### config.mk
export PLATFORM = sky130hd
export DESIGN_NAME = spi_rx_dma
export DESIGN_NICKNAME = d
export VERILOG_FILES = /design/src/rtl/spi_rx_dma_pkg.sv /design/src/rtl/spi_rx_sck_gen.sv /design/src/rtl/spi_rx_shifter.sv /design/src/rtl/spi_rx_fifo.sv /design/src/rtl/spi_rx_dma.sv
export SDC_FILE = /design/constraint.sdc
export NUM_CORES = 1
export LEC_CHECK = 0
export ABC_AREA = 1
export BUFFER_PORTS_ARGS = -buffer_cell sky130_fd_sc_hd__buf_2
export CAP_MARGIN = 10
export CORE_AREA = 2 2 280 282
export DETAILED_ROUTE_END_ITERATION = 7
export DIE_AREA = 0 0 282 284
export PLACE_DENSITY_LB_ADDON = 0.05
export SYNTH_ARGS = -nofsm -noshare
export SYNTH_HDL_FRONTEND = slang
export SYNTH_SLANG_ARGS = --single-unit
### constraint.sdc
create_clock -name clk -period 8 [get_ports clk]
set_input_delay 1.6 -clock clk [delete_from_list [all_inputs] [get_ports clk]]
set_output_delay 1.6 -clock clk [all_outputs]
set_load 0.05 [all_outputs]
### src/rtl/spi_rx_dma_pkg.sv
// Shared helpers for the serial receive DMA engine.
// Assumes depths are powers of two so that pointers wrap naturally.
package spi_rx_dma_pkg;
    localparam int BYTE_W = 8;

    // Depth limit selected by a length code: base, 2*base, 4*base, ...
    function automatic int unsigned depth_of(input int unsigned base, input int unsigned code);
        return base << code;
    endfunction
endpackage

### src/rtl/spi_rx_sck_gen.sv
// Master clock generator: a prescaled SCK that starts from the CPOL level.
// It stalls at the inverse level after a byte's last leading edge while the
// FIFO is full. Assumes cpol and div_code stay static while run is high.
module spi_rx_sck_gen #(
    parameter int DIV_W  = 2,
    parameter int DCNT_W = (1 << DIV_W) - 1
) (
    input  logic             clk,
    input  logic             rst_n,
    input  logic             run,
    input  logic             cpol,
    input  logic [DIV_W-1:0] div_code,
    input  logic             full,
    input  logic             at_boundary,
    output logic             sck,
    output logic             lead
);
    logic [DCNT_W-1:0] div_q;
    logic [DCNT_W-1:0] half_m1;
    logic              sck_q;
    logic              stall;
    logic              tick;

    assign half_m1 = DCNT_W'((32'd1 << div_code) - 32'd1);
    assign stall   = full & (sck_q != cpol) & at_boundary;
    assign tick    = run & ~stall & (div_q == half_m1);
    assign lead    = tick & (sck_q == cpol);
    assign sck     = sck_q;

    // Advance the prescaler and toggle SCK at each half-period end.
    always_ff @(posedge clk) begin
        if (!rst_n || !run) begin
            sck_q <= cpol;
            div_q <= '0;
        end else if (stall) begin
            div_q <= '0;
        end else if (tick) begin
            div_q <= '0;
            sck_q <= ~sck_q;
        end else begin
            div_q <= div_q + DCNT_W'(1);
        end
    end
endmodule

### src/rtl/spi_rx_shifter.sv
// Bit assembler: shifts the selected data line in MSB first on each leading
// edge (master strobe or detected slave edge). It flags a complete byte.
// Assumes sck_in is already synchronous to clk.
module spi_rx_shifter
    import spi_rx_dma_pkg::*;
(
    input  logic              clk,
    input  logic              rst_n,
    input  logic              cap_en,
    input  logic              master,
    input  logic              cpol,
    input  logic              sck_in,
    input  logic              sdi,
    input  logic              m_lead,
    output logic              at_boundary,
    output logic              push,
    output logic [BYTE_W-1:0] push_data
);
    localparam int BIT_W = $clog2(BYTE_W);

    logic              sck_in_q;
    logic              s_lead;
    logic              strobe;
    logic [BIT_W-1:0]  bit_q;
    logic [BYTE_W-1:0] sh_q;

    assign s_lead      = ~master & (sck_in_q == cpol) & (sck_in != cpol);
    assign strobe      = cap_en & (master ? m_lead : s_lead);
    assign push        = strobe & (bit_q == BIT_W'(BYTE_W - 1));
    assign push_data   = {sh_q[BYTE_W-2:0], sdi};
    assign at_boundary = (bit_q == '0);

    // Remember the previous external clock level for edge detection.
    always_ff @(posedge clk) begin
        if (!rst_n) sck_in_q <= cpol;
        else        sck_in_q <= sck_in;
    end

    // Shift one bit per strobe and count bits within the byte.
    always_ff @(posedge clk) begin
        if (!rst_n || !cap_en) begin
            bit_q <= '0;
            sh_q  <= '0;
        end else if (strobe) begin
            bit_q <= bit_q + BIT_W'(1);
            sh_q  <= push_data;
        end
    end
endmodule

### src/rtl/spi_rx_fifo.sv
// Byte FIFO with a run-time depth limit and show-ahead read port.
// Assumes MAX_DEPTH is a power of two; writes are refused while full.
module spi_rx_fifo
    import spi_rx_dma_pkg::*;
#(
    parameter int MIN_DEPTH = 8,
    parameter int LEN_W     = 2,
    parameter int MAX_DEPTH = MIN_DEPTH << ((1 << LEN_W) - 1),
    parameter int CNT_W     = $clog2(MAX_DEPTH + 1),
    parameter int PTR_W     = $clog2(MAX_DEPTH)
) (
    input  logic              clk,
    input  logic              rst_n,
    input  logic [LEN_W-1:0]  len_code,
    input  logic              push,
    input  logic [BYTE_W-1:0] push_data,
    input  logic              pop,
    output logic              pop_valid,
    output logic [BYTE_W-1:0] pop_data,
    output logic [CNT_W-1:0]  count,
    output logic              full
);
    logic [BYTE_W-1:0] mem [MAX_DEPTH];
    logic [PTR_W-1:0]  wr_q, rd_q;
    logic [CNT_W-1:0]  cnt_q;
    logic [CNT_W-1:0]  limit;
    logic              wr, rd;

    assign limit     = CNT_W'(depth_of(MIN_DEPTH, 32'(len_code)));
    assign full      = (cnt_q >= limit);
    assign wr        = push & ~full;
    assign rd        = pop & (cnt_q != '0);
    assign pop_valid = (cnt_q != '0);
    assign pop_data  = mem[rd_q];
    assign count     = cnt_q;

    // Store an accepted byte.
    always_ff @(posedge clk) begin
        if (wr) mem[wr_q] <= push_data;
    end

    // Move pointers and occupancy.
    always_ff @(posedge clk) begin
        if (!rst_n) begin
            wr_q  <= '0;
            rd_q  <= '0;
            cnt_q <= '0;
        end else begin
            if (wr) wr_q <= wr_q + PTR_W'(1);
            if (rd) rd_q <= rd_q + PTR_W'(1);
            case ({wr, rd})
                2'b10:   cnt_q <= cnt_q + CNT_W'(1);
                2'b01:   cnt_q <= cnt_q - CNT_W'(1);
                default: cnt_q <= cnt_q;
            endcase
        end
    end
endmodule

### src/rtl/spi_rx_dma.sv
// Serial receive DMA top: gates the engine on the enables and picks the
// data line. It joins the clock generator, the bit assembler and the FIFO.
// Assumes mode inputs change only while capture is disabled.
module spi_rx_dma
    import spi_rx_dma_pkg::*;
#(
    parameter int MIN_DEPTH = 8,
    parameter int LEN_W     = 2,
    parameter int DIV_W     = 2,
    parameter int MAX_DEPTH = MIN_DEPTH << ((1 << LEN_W) - 1),
    parameter int CNT_W     = $clog2(MAX_DEPTH + 1)
) (
    input  logic              clk,
    input  logic              rst_n,
    input  logic              link_en,
    input  logic              dma_en,
    input  logic              par_mode,
    input  logic              dir_tx,
    input  logic              master,
    input  logic              src_sel,
    input  logic              cpol,
    input  logic [DIV_W-1:0]  div_code,
    input  logic [LEN_W-1:0]  len_code,
    input  logic              sdi0,
    input  logic              sdi1,
    input  logic              sck_in,
    output logic              sck_out,
    input  logic              pop,
    output logic              pop_valid,
    output logic [BYTE_W-1:0] pop_data,
    output logic [CNT_W-1:0]  count,
    output logic              full
);
    logic              cap_en;
    logic              run;
    logic              sdi;
    logic              m_lead;
    logic              at_bnd;
    logic              push;
    logic [BYTE_W-1:0] push_data;

    assign cap_en = link_en & dma_en & ~par_mode & ~dir_tx;
    assign run    = cap_en & master;
    assign sdi    = src_sel ? sdi1 : sdi0;

    spi_rx_sck_gen #(.DIV_W(DIV_W)) u_sck (
        .clk(clk), .rst_n(rst_n), .run(run), .cpol(cpol),
        .div_code(div_code), .full(full), .at_boundary(at_bnd),
        .sck(sck_out), .lead(m_lead)
    );

    spi_rx_shifter u_shift (
        .clk(clk), .rst_n(rst_n), .cap_en(cap_en), .master(master),
        .cpol(cpol), .sck_in(sck_in), .sdi(sdi), .m_lead(m_lead),
        .at_boundary(at_bnd), .push(push), .push_data(push_data)
    );

    spi_rx_fifo #(.MIN_DEPTH(MIN_DEPTH), .LEN_W(LEN_W), .MAX_DEPTH(MAX_DEPTH), .CNT_W(CNT_W)) u_fifo (
        .clk(clk), .rst_n(rst_n), .len_code(len_code), .push(push),
        .push_data(push_data), .pop(pop), .pop_valid(pop_valid),
        .pop_data(pop_data), .count(count), .full(full)
    );
endmodule

* Word-level counts from Yosys, hierarchy flattened
Memories as Yosys holds them, arrays and structs flattened. A register that Yosys moved wholly into a read port is not among the register bits. Index checks and enable logic that the tools add are counted.
Storage, ports and cells: input bits 17, memories 1, bits in registers 34, bits in writable memories 512
Operators by class: reductions and logical operators 11, equality and inequality tests 9, order comparisons 1, multiplexer cells 11, add/subtract/negate cells 7, bitwise gates (word level) 21, shift operators 2
Memories:
- u_fifo.mem | depth 64, width 8, read ports 1, clocked after Yosys merged registers in 1, write ports 1, RTL line spi_rx_fifo.sv:23 | logic [BYTE_W-1:0] mem [MAX_DEPTH];
Operators by type and width (number):
- AND 1 bit | 15
- one-hot mux 7 bit (2 select lines) | 1
- adder 6 x 1 -> 6 bit, second input constant | 2
- 2-to-1 mux 6 bit | 2
- 2-to-1 mux 1 bit | 8
- adder 7 x 1 -> 7 bit, second input constant | 1
- greater-or-equal comparator 7 bit | 1
- nonzero test 7 bit | 1
- left shift 4 x 2 -> 7 bit, first input constant | 1
- subtractor 7 x 1 -> 7 bit, second input constant | 1
- adder 3 x 1 -> 3 bit, second input constant | 2
- NOT 1 bit | 6
- nonzero test 2 bit | 2
- equality test 3 bit | 1
- equality test 3 bit, second input constant | 1
- logical NOT 1 bit | 3
- logical NOT 3 bit | 1
- OR reduction 3 bit | 1
- left shift 1 x 2 -> 3 bit, first input constant | 1
- subtractor 3 x 1 -> 3 bit, second input constant | 1
- equality test 1 bit | 2
- equality test 2 x 1 -> 1 bit, second input constant | 1
- equality test 2 bit, second input constant | 1
- logical OR 1 bit | 2
- 3 further kinds | 4

* Logic depth before layout (Yosys ltp)
Gate-level depths: netlist (run 1).
depth after elaboration 14, depth in mapped cells 21, mapped depth without buffers 20

* Hierarchy
A second synthesis (run 1) with hierarchy kept.
Second synthesis, totals: cells, all modules 2121, area total of the unflattened synthesis 23352.4 sq um
Modules (own cells, without submodules):
- spi_rx_fifo | area an instance 22477.8 sq um, cells an instance 1990, times used 1
- spi_rx_shifter | area an instance 559.3 sq um, cells an instance 78, times used 1
- spi_rx_sck_gen | area an instance 274.0 sq um, cells an instance 43, times used 1
- spi_rx_dma | area an instance 41.3 sq um, cells an instance 10, times used 1

* Worst setup path after synthesis (run 1)
Ideal clock, no wire load.
kind input to register, start point input len_code[0], end point register u_fifo.cnt_q[4] (netlist: u_fifo.count[4]), library setup time 0.115 ns, path buffers 1, data arrival time 4.340 ns, stages on the path 19, setup slack 3.545 ns, cell sequence inv_1 > nand2_1 > ha_1 > nand2_1 > inv_2 > nand3_1 > nand4_2 > nor2_4 > nand3_4 > ha_1 > buf_2 > xor2_1 > ha_1 > inv_1 > nand2_1 > a21oi_1 > xor2_1 > o21ai_0 > inv_1
Between the ends: longest elaborated chain between the ends 14
RTL lines:
- from (decl) | RTL line spi_rx_dma.sv:23 | input logic [LEN_W-1:0] len_code,
- left shift 4 x 2 -> 7 bit * | RTL line spi_rx_dma_pkg.sv:8 | return base << code;
- greater-or-equal comparator 7 bit * | RTL line spi_rx_fifo.sv:30 | assign full = (cnt_q >= limit);
- net full | RTL line spi_rx_dma.sv:32 | output logic full
- AND 1 bit (2 in a row) | RTL line spi_rx_sck_gen.sv:25 | assign stall = full & (sck_q != cpol) & at_boundary;
- NOT 1 bit | RTL line spi_rx_sck_gen.sv:26 | assign tick = run & ~stall & (div_q == half_m1);
- AND 1 bit (2 in a row) | RTL line spi_rx_sck_gen.sv:26
- AND 1 bit | RTL line spi_rx_sck_gen.sv:27 | assign lead = tick & (sck_q == cpol);
- 2-to-1 mux 1 bit | RTL line spi_rx_shifter.sv:28 | assign strobe = cap_en & (master ? m_lead : s_lead);
- AND 1 bit | RTL line spi_rx_shifter.sv:28
- AND 1 bit | RTL line spi_rx_shifter.sv:29 | assign push = strobe & (bit_q == BIT_W'(BYTE_W - 1));
- AND 1 bit * | RTL line spi_rx_fifo.sv:31 | assign wr = push & ~full;
- equality test 2 x 1 -> 1 bit / equality test 2 bit (equally long branches) | RTL line spi_rx_fifo.sv:51 | case ({wr, rd})
- one-hot mux 7 bit (2 select lines) / nonzero test 2 bit (equally long branches)
- to (signal assigned) | RTL line spi_rx_fifo.sv:52 | 2'b10: cnt_q <= cnt_q + CNT_W'(1);
- to (signal assigned) | RTL line spi_rx_fifo.sv:53 | 2'b01: cnt_q <= cnt_q - CNT_W'(1);
- to (signal assigned) | RTL line spi_rx_fifo.sv:54 | default: cnt_q <= cnt_q;
- to (decl) | RTL line spi_rx_fifo.sv:25 | logic [CNT_W-1:0] cnt_q;
The timed path passes the listed nets; every way through them passes the cells marked *. A chain may end at the register's enable or synchronous reset.

==> impl_metrics.ini, run 1 <==
[cts]
clockBufferDepth = 3
cts_repair_resize_count = 0
cts_hold_buffers = 0
cts_inserted_buffers = 67
worst_setup_hold_path_clk_slew_ps = 60
clock_tree.htree_level_count = 3
cts_sinks = 552
cts_setup_buffers = 0
clockRootBuffer = clkbuf_16
worstSkewPairLatency_ps = 600
tritoncts = built

[logic_synthesis]
dominantRegCellSynth = edfxtp_1
syn-mean-instance-area_sq_um = 11.23
synth_edf_count = 513
netlist-cell-type-count = 30
yosys.area_share.xor_xnor_pct = 0.5721
synth_compound_area_share_pct = 4.549
synth.area.mux_share_pct = 0.04903
synthesis.nets = 2075
asyncSetResetFlopFracSynth_pct = 0
seq_cells_post_synth = 552
yosysWarningCount = 0
synth.yosys.seq_area_share_pct = 70.48
combinational_family_with_the_most_area_after_synthesis = simple AND/OR/NAND/NOR gates
yosys.area_share.adder_pct = 0.7083
syn_inst_count = 2045
synthesis.area_sq_um = 22970
yosys.area_share.simple_pct = 20.32

[die]
fp.coreArea_sq_um = 76960
die-height_um = 284
floorplan.io_pins = 35
die_width_um = 282
placementRows = 102
die_area_sq_um = 80090
initial_core_util_pct = 29.84

[sta]
holdWs_ps = 460.1
clock_skew_ps = 23.28
fin_crit_ps = 5488
rsz0062_at_grt = no
timing.fmax_mhz = 182.2
setup-violations-final = 0
final.setup.tns_ps = 0
final-max-slew-violation-count = 0
setup_slack_ps = 2512
final.period_utilization_pct = 68.60
worstMarginPinSlew_ps = 1059
slew-limit-headroom_pct = 29.14
finalHoldViolCount = 0

[power]
power.static_leakage_nw = 9.600
totalPowerFinal_mw = 7.951
pwr_density_cell_nw_per_um2 = 303.0
power.ir.vdd_worst_v = 0.0003272

[worst_setup_path]
cp_slowest_stage_delay_ps = 670
crit_fanout = 123
critical_path_top_delay_cell = inv_6
crit_arrival_ps = 3890
critical_path_class = reg2out
startpoint_type = flop
cp.required_ps = 6400
critical_path.endpoint_type = output port
path_cells = inv_6 > buf_12 > o21ai_0 > o22ai_1 > nor2_1 > o21ai_1 > nand3_1 > nand2_1 > buf_2

[final_layout]
final_common_cell = nand2_1
drive_gt1_share_pct = 8.654
layout.nets = 2081
area_growth_pct = 14.27
layout_common_cells = nand2_1 (562), edfxtp_1 (513), nand3_1 (343), nor2_1 (141), o21ai_0 (82)

[route]
postRouteAntennaNets = 0
drt_iter0_markers = 942
vias_after_detailed_routing = 15020
detail_route.first_pass.iterations = 5
post_drt_wl_per_cell_um = 21.90
drt_wl_total_mm = 68.86
avgViaCountPerCell = 4.776
route.detailed.drc = 0

[run_status]
outcome = finished clean

[placed_design]
gp_routability_congestion = 0.8016
worst_slack_after_detailed_placement_ps = 3117
place.detailed.hpwl_mm = 39.76
number_of_buffers_added_on_ports = 34

[global_routing]
first_pass_grt_wire_length_mm = 102.6
total_routing_usage_gr_pct = 17.35
overflow = 0
via_count_of_the_first_global_routing_pass = 14920
grt_antenna_before_repair = 1
grt_max_degree = 199

[hold_path]
min_path_type = reg2reg

[flow_run]
max_cap_violations = 0
-- metrics by stage --
stage	instance area, sq um	util, %	cells
2_1_floorplan	22970	-	2045
3_3_place_gp	24140	31.36	3022
5_1_grt	26240	34.10	3143
3_5_place_dp	24140	31.36	3022
4_1_cts	26240	34.10	3143
6_report	26240	34.10	3144
-- Yosys cell counts (2+ instances only) --
| library cell | number | area (sq um) |
|---|---|---|
| nand2_1 | 562 | 2110 |
| edfxtp_1 | 513 | 15400 |
| nand3_1 | 343 | 1717 |
| nor2_1 | 141 | 529.3 |
| o21ai_0 | 82 | 410.4 |
| a21oi_1 | 70 | 350.3 |
| inv_1 | 65 | 244.0 |
| buf_2 | 49 | 245.2 |
| clkbuf_1 | 45 | 168.9 |
| dfxtp_1 | 39 | 780.8 |
| o21ai_1 | 25 | 125.1 |
| o22ai_1 | 24 | 150.1 |
| buf_1 | 20 | 75.07 |
| ha_1 | 13 | 162.7 |
| nand4_1 | 9 | 56.30 |
| inv_2 | 8 | 30.03 |
| xnor2_1 | 8 | 70.07 |
| nand3_4 | 7 | 122.6 |
| xor2_1 | 7 | 61.31 |
| nand2_2 | 2 | 12.51 |
| nand3_2 | 2 | 20.02 |
| nor2_2 | 2 | 12.51 |
| nor2_8 | 2 | 40.04 |
-- per-layer routing --
layer  part of all wire [%]  vias to the layer above  track usage [%]
li1                       -                     7197                -
met2                     46                      303            27.32
met4                    2.6                        0            5.705
met3                    4.4                       95            2.799
met5                      0                        -                0
met1                     47                     7421            24.30
-- worst paths after layout --
kind	endpoint	slack, ps	cells past startpoint	from
setup / recovery	pop_data[6]	2510	9	flop
setup reg to reg	u_fifo.mem[10][7]$_DFFE_PP_	4780	8	u_fifo.count[6]$_SDFFE_PN0P_
hold / removal	u_shift.sh_q[6]$_SDFFE_PP0N_	460	2	u_shift.sh_q[6]$_SDFFE_PP0N_
hold reg to reg	u_shift.sh_q[6]$_SDFFE_PP0N_	460	2	u_shift.sh_q[6]$_SDFFE_PP0N_
-- logic make-up (layout without fill, tap and decap cells) --
family,after synthesis,count (layout)
AO/OA/AOI/OAI,202,202
XOR/XNOR,15,15
adder cells (fa/ha/maj),13,13
buffers and inverters,187,245
flip-flops,552,552
multiplexers,1,1
other,0,1
AND/OR/NAND/NOR,1075,1075
-- sequential cells by signal, indices dropped and copies added (netlist names), named ones only --
register          count
u_sck.sck             1
u_sck.div_q           3
u_fifo.rd_q           6
u_shift.bit_q         3
u_fifo.mem          512
u_shift.sck_in_q      1
u_shift.sh_q          7
u_fifo.count          7
u_fifo.wr_q           6
-- critical path, delay by kind of cell, from the launching register on --
family | cells | cell delay, ps
buffers and inverters | 3 | 1480
AOI/OAI and AO/OA | 3 | 830
DFF | 1 | 420
and+or+nand+nor | 3 | 410
-- final cells by class --
| cell class | count | area, sq um |
|---|---|---|
| inverters | 73 | 281.5 |
| clock inverters | 31 | 249.0 |
| repair buffers | 51 | 322.8 |
| diodes | 1 | 2.502 |
| fillers | 7691 | 50710 |
| flip-flops and latches | 552 | 16210 |
| well taps | 1040 | 1301 |
| multi-input cells | 1306 | 6021 |
| clock buffers | 90 | 1856 |
-- power breakdown --
group,switching [mW],total (mW),internal [mW]
Clock,1.22,2.95,1.73
Sequential,0.0538,3.20,3.14
Combinational,1.33,1.81,0.481
Total,2.60,7.95,5.36
Power figures use the tool's default switching activity.
==> run 2: changes to the inputs <==
clock period = 5.43 ns   (was 8 ns; I/O delays follow)
==> impl_metrics.ini, run 2 (same netlist as run 1, synthesis figures left out) <==
[sta]
final.period_utilization_pct = 80.96
setup-violations-final = 0
fin_crit_ps = 4396
rsz0062_at_grt = no
timing.fmax_mhz = 227.5
worstMarginPinSlew_ps = 1014
finalHoldViolCount = 0
final.setup.tns_ps = 0
final-max-slew-violation-count = 0
clock_skew_ps = 29.21
slew-limit-headroom_pct = 32.37

[cts]
clockBufferDepth = 3
tritoncts = built
cts_setup_buffers = 0
clockRootBuffer = clkbuf_16
cts_inserted_buffers = 66
cts_sinks = 552
worstSkewPairLatency_ps = 610
clock_tree.htree_level_count = 3
worst_setup_hold_path_clk_slew_ps = 60
cts_hold_buffers = 0
cts_repair_resize_count = 0

[global_routing]
grt_antenna_before_repair = 0
via_count_of_the_first_global_routing_pass = 15370
total_routing_usage_gr_pct = 17.59
overflow = 0
first_pass_grt_wire_length_mm = 102.8
grt_max_degree = 107

[power]
comb_power_share_pct = 23.3
power_frac_seq_pct = 40.6
power.static_leakage_nw = 9.647
power.ir.vdd_worst_v = 0.0004131
pwr_density_cell_nw_per_um2 = 441.5
power_switching_mw = 3.826
cell_internal_pwr_mw = 7.785
power_switching_share_pct = 32.95
clock_power_share_pct = 36.1

[die]
fp.coreArea_sq_um = 76960
floorplan.io_pins = 35
die-height_um = 284
placementRows = 102
initial_core_util_pct = 29.84
die_area_sq_um = 80090
die_width_um = 282

[worst_setup_path]
internal_reg_to_reg_setup_slack_ps = 2170
cp.required_ps = 4340
critical_path.endpoint_type = output port
critical_path.reg2reg.startpoint = u_fifo.count[6]$_SDFFE_PN0P_
crit_fanout = 74
regToRegEndpoint = u_fifo.mem[17][1]$_DFFE_PP_
r2r_cells = 8
startpoint_type = flop
critical_path_class = reg2out
crit_arrival_ps = 3310

[run_status]
outcome = finished clean

[final_layout]
layout.nets = 2098
layout_common_cells = nand2_1 (562), edfxtp_1 (513), nand3_1 (343), nor2_1 (141), o21ai_0 (82)
number_of_flip_flops_under_the_largest_register_name = 512
registers.top_by_ff_count = u_fifo.mem
final_common_cell = nand2_1
num_antenna_cells = 0
drive_gt1_share_pct = 9.263
post-route-util_pct = 34.18
area_growth_pct = 14.52

[route]
detail_route.first_pass.iterations = 5
route.detailed.drc = 0
avgViaCountPerCell = 4.786
drt_iter0_markers = 1211
drt_wl_total_mm = 70.10
post_drt_wl_per_cell_um = 22.21
postRouteAntennaNets = 0
vias_after_detailed_routing = 15110

[hold_path]
worst_hold_path.num_cells = 2
hold_path.startpoint = u_shift.sh_q[6]$_SDFFE_PP0N_
min_path_type = reg2reg
min_delay_worst_endpoint = u_shift.sh_q[6]$_SDFFE_PP0N_

[flow_run]
max_cap_violations = 0

[placed_design]
gp_routability_congestion = 0.8127
place.detailed.hpwl_mm = 40.68
number_of_buffers_added_on_ports = 34
-- run 2: layout make-up --
| type | count | area, sq um |
|---|---|---|
| timing repair buffer | 69 | 470.5 |
| multi-input combinational | 1306 | 6021 |
| sequential | 552 | 16210 |
| clock buffer | 85 | 1785 |
| clock inverter | 31 | 229.0 |
| inverter | 73 | 281.5 |
| tap | 1040 | 1301 |
| fill | 7714 | 50660 |
-- run 2: power by group through the flow --
| stage | Clock, mW | Sequential [mW] | Combinational, mW |
|---|---|---|---|
| floorplan | 0 | 4.85 | 1.83 |
| global placement | 0 | 4.80 | 2.77 |
| detailed placement | 0 | 4.80 | 2.75 |
| CTS | 4.32 | 4.71 | 2.76 |
| global route | 4.47 | 4.72 | 3.00 |
| finish | 4.19 | 4.71 | 2.71 |
-- run 2: metal layers --
| metal | wire, um | part of all wire [%] | track usage [%] | vias up |
|---|---|---|---|---|
| met5 | 0 | 0 | 0 | - |
| met4 | 1849 | 2.6 | 4.960 | 0 |
| met3 | 2875 | 4.1 | 3.030 | 102 |
| met2 | 32660 | 47 | 28.08 | 312 |
| met1 | 32710 | 47 | 24.49 | 7482 |
| li1 | - | - | - | 7210 |
-- run 2: how the worst max path moves through the flow --
| stage | start | endpoint | cells past startpoint |
|---|---|---|---|
| final | flop | pop_data[6] | 11 |
| after global routing | flop | pop_data[5] | 12 |
| after CTS | flop | pop_data[1] | 12 |
| after detailed placement | len_code[0] | u_fifo.mem[17][3]$_DFFE_PP_ | 13 |
| after global placement | len_code[0] | u_fifo.mem[22][2]$_DFFE_PP_ | 13 |
| after floorplan | len_code[0] | u_fifo.count[4]$_SDFFE_PN0P_ | 19 |
-- run 2: worst max-delay path: stages (launching register included) --
cell	delay, ps
dfxtp_4	370
inv_6	460
buf_4	390
nand2_1	80
nand3_1	110
nand3_1	170
nand2_1	160
nand2_1	80
nand3_1	130
nand3_1	240
nand2_1	190
buf_2	280
-- run 2: stage by stage --
step	instance area (sq um)	total power [mW]	worst slack (ps)	hold slack, ps	std cells
finish	26300	11.61	1034	463.4	3156
CTS	26300	11.79	950.1	463.7	3156
detailed placement	24290	7.555	1290	454.6	3040
floorplan	22970	6.680	1489	429.5	2045
global route	26300	12.19	807.1	494.1	3156
global placement	24290	7.572	1246	457.3	3040
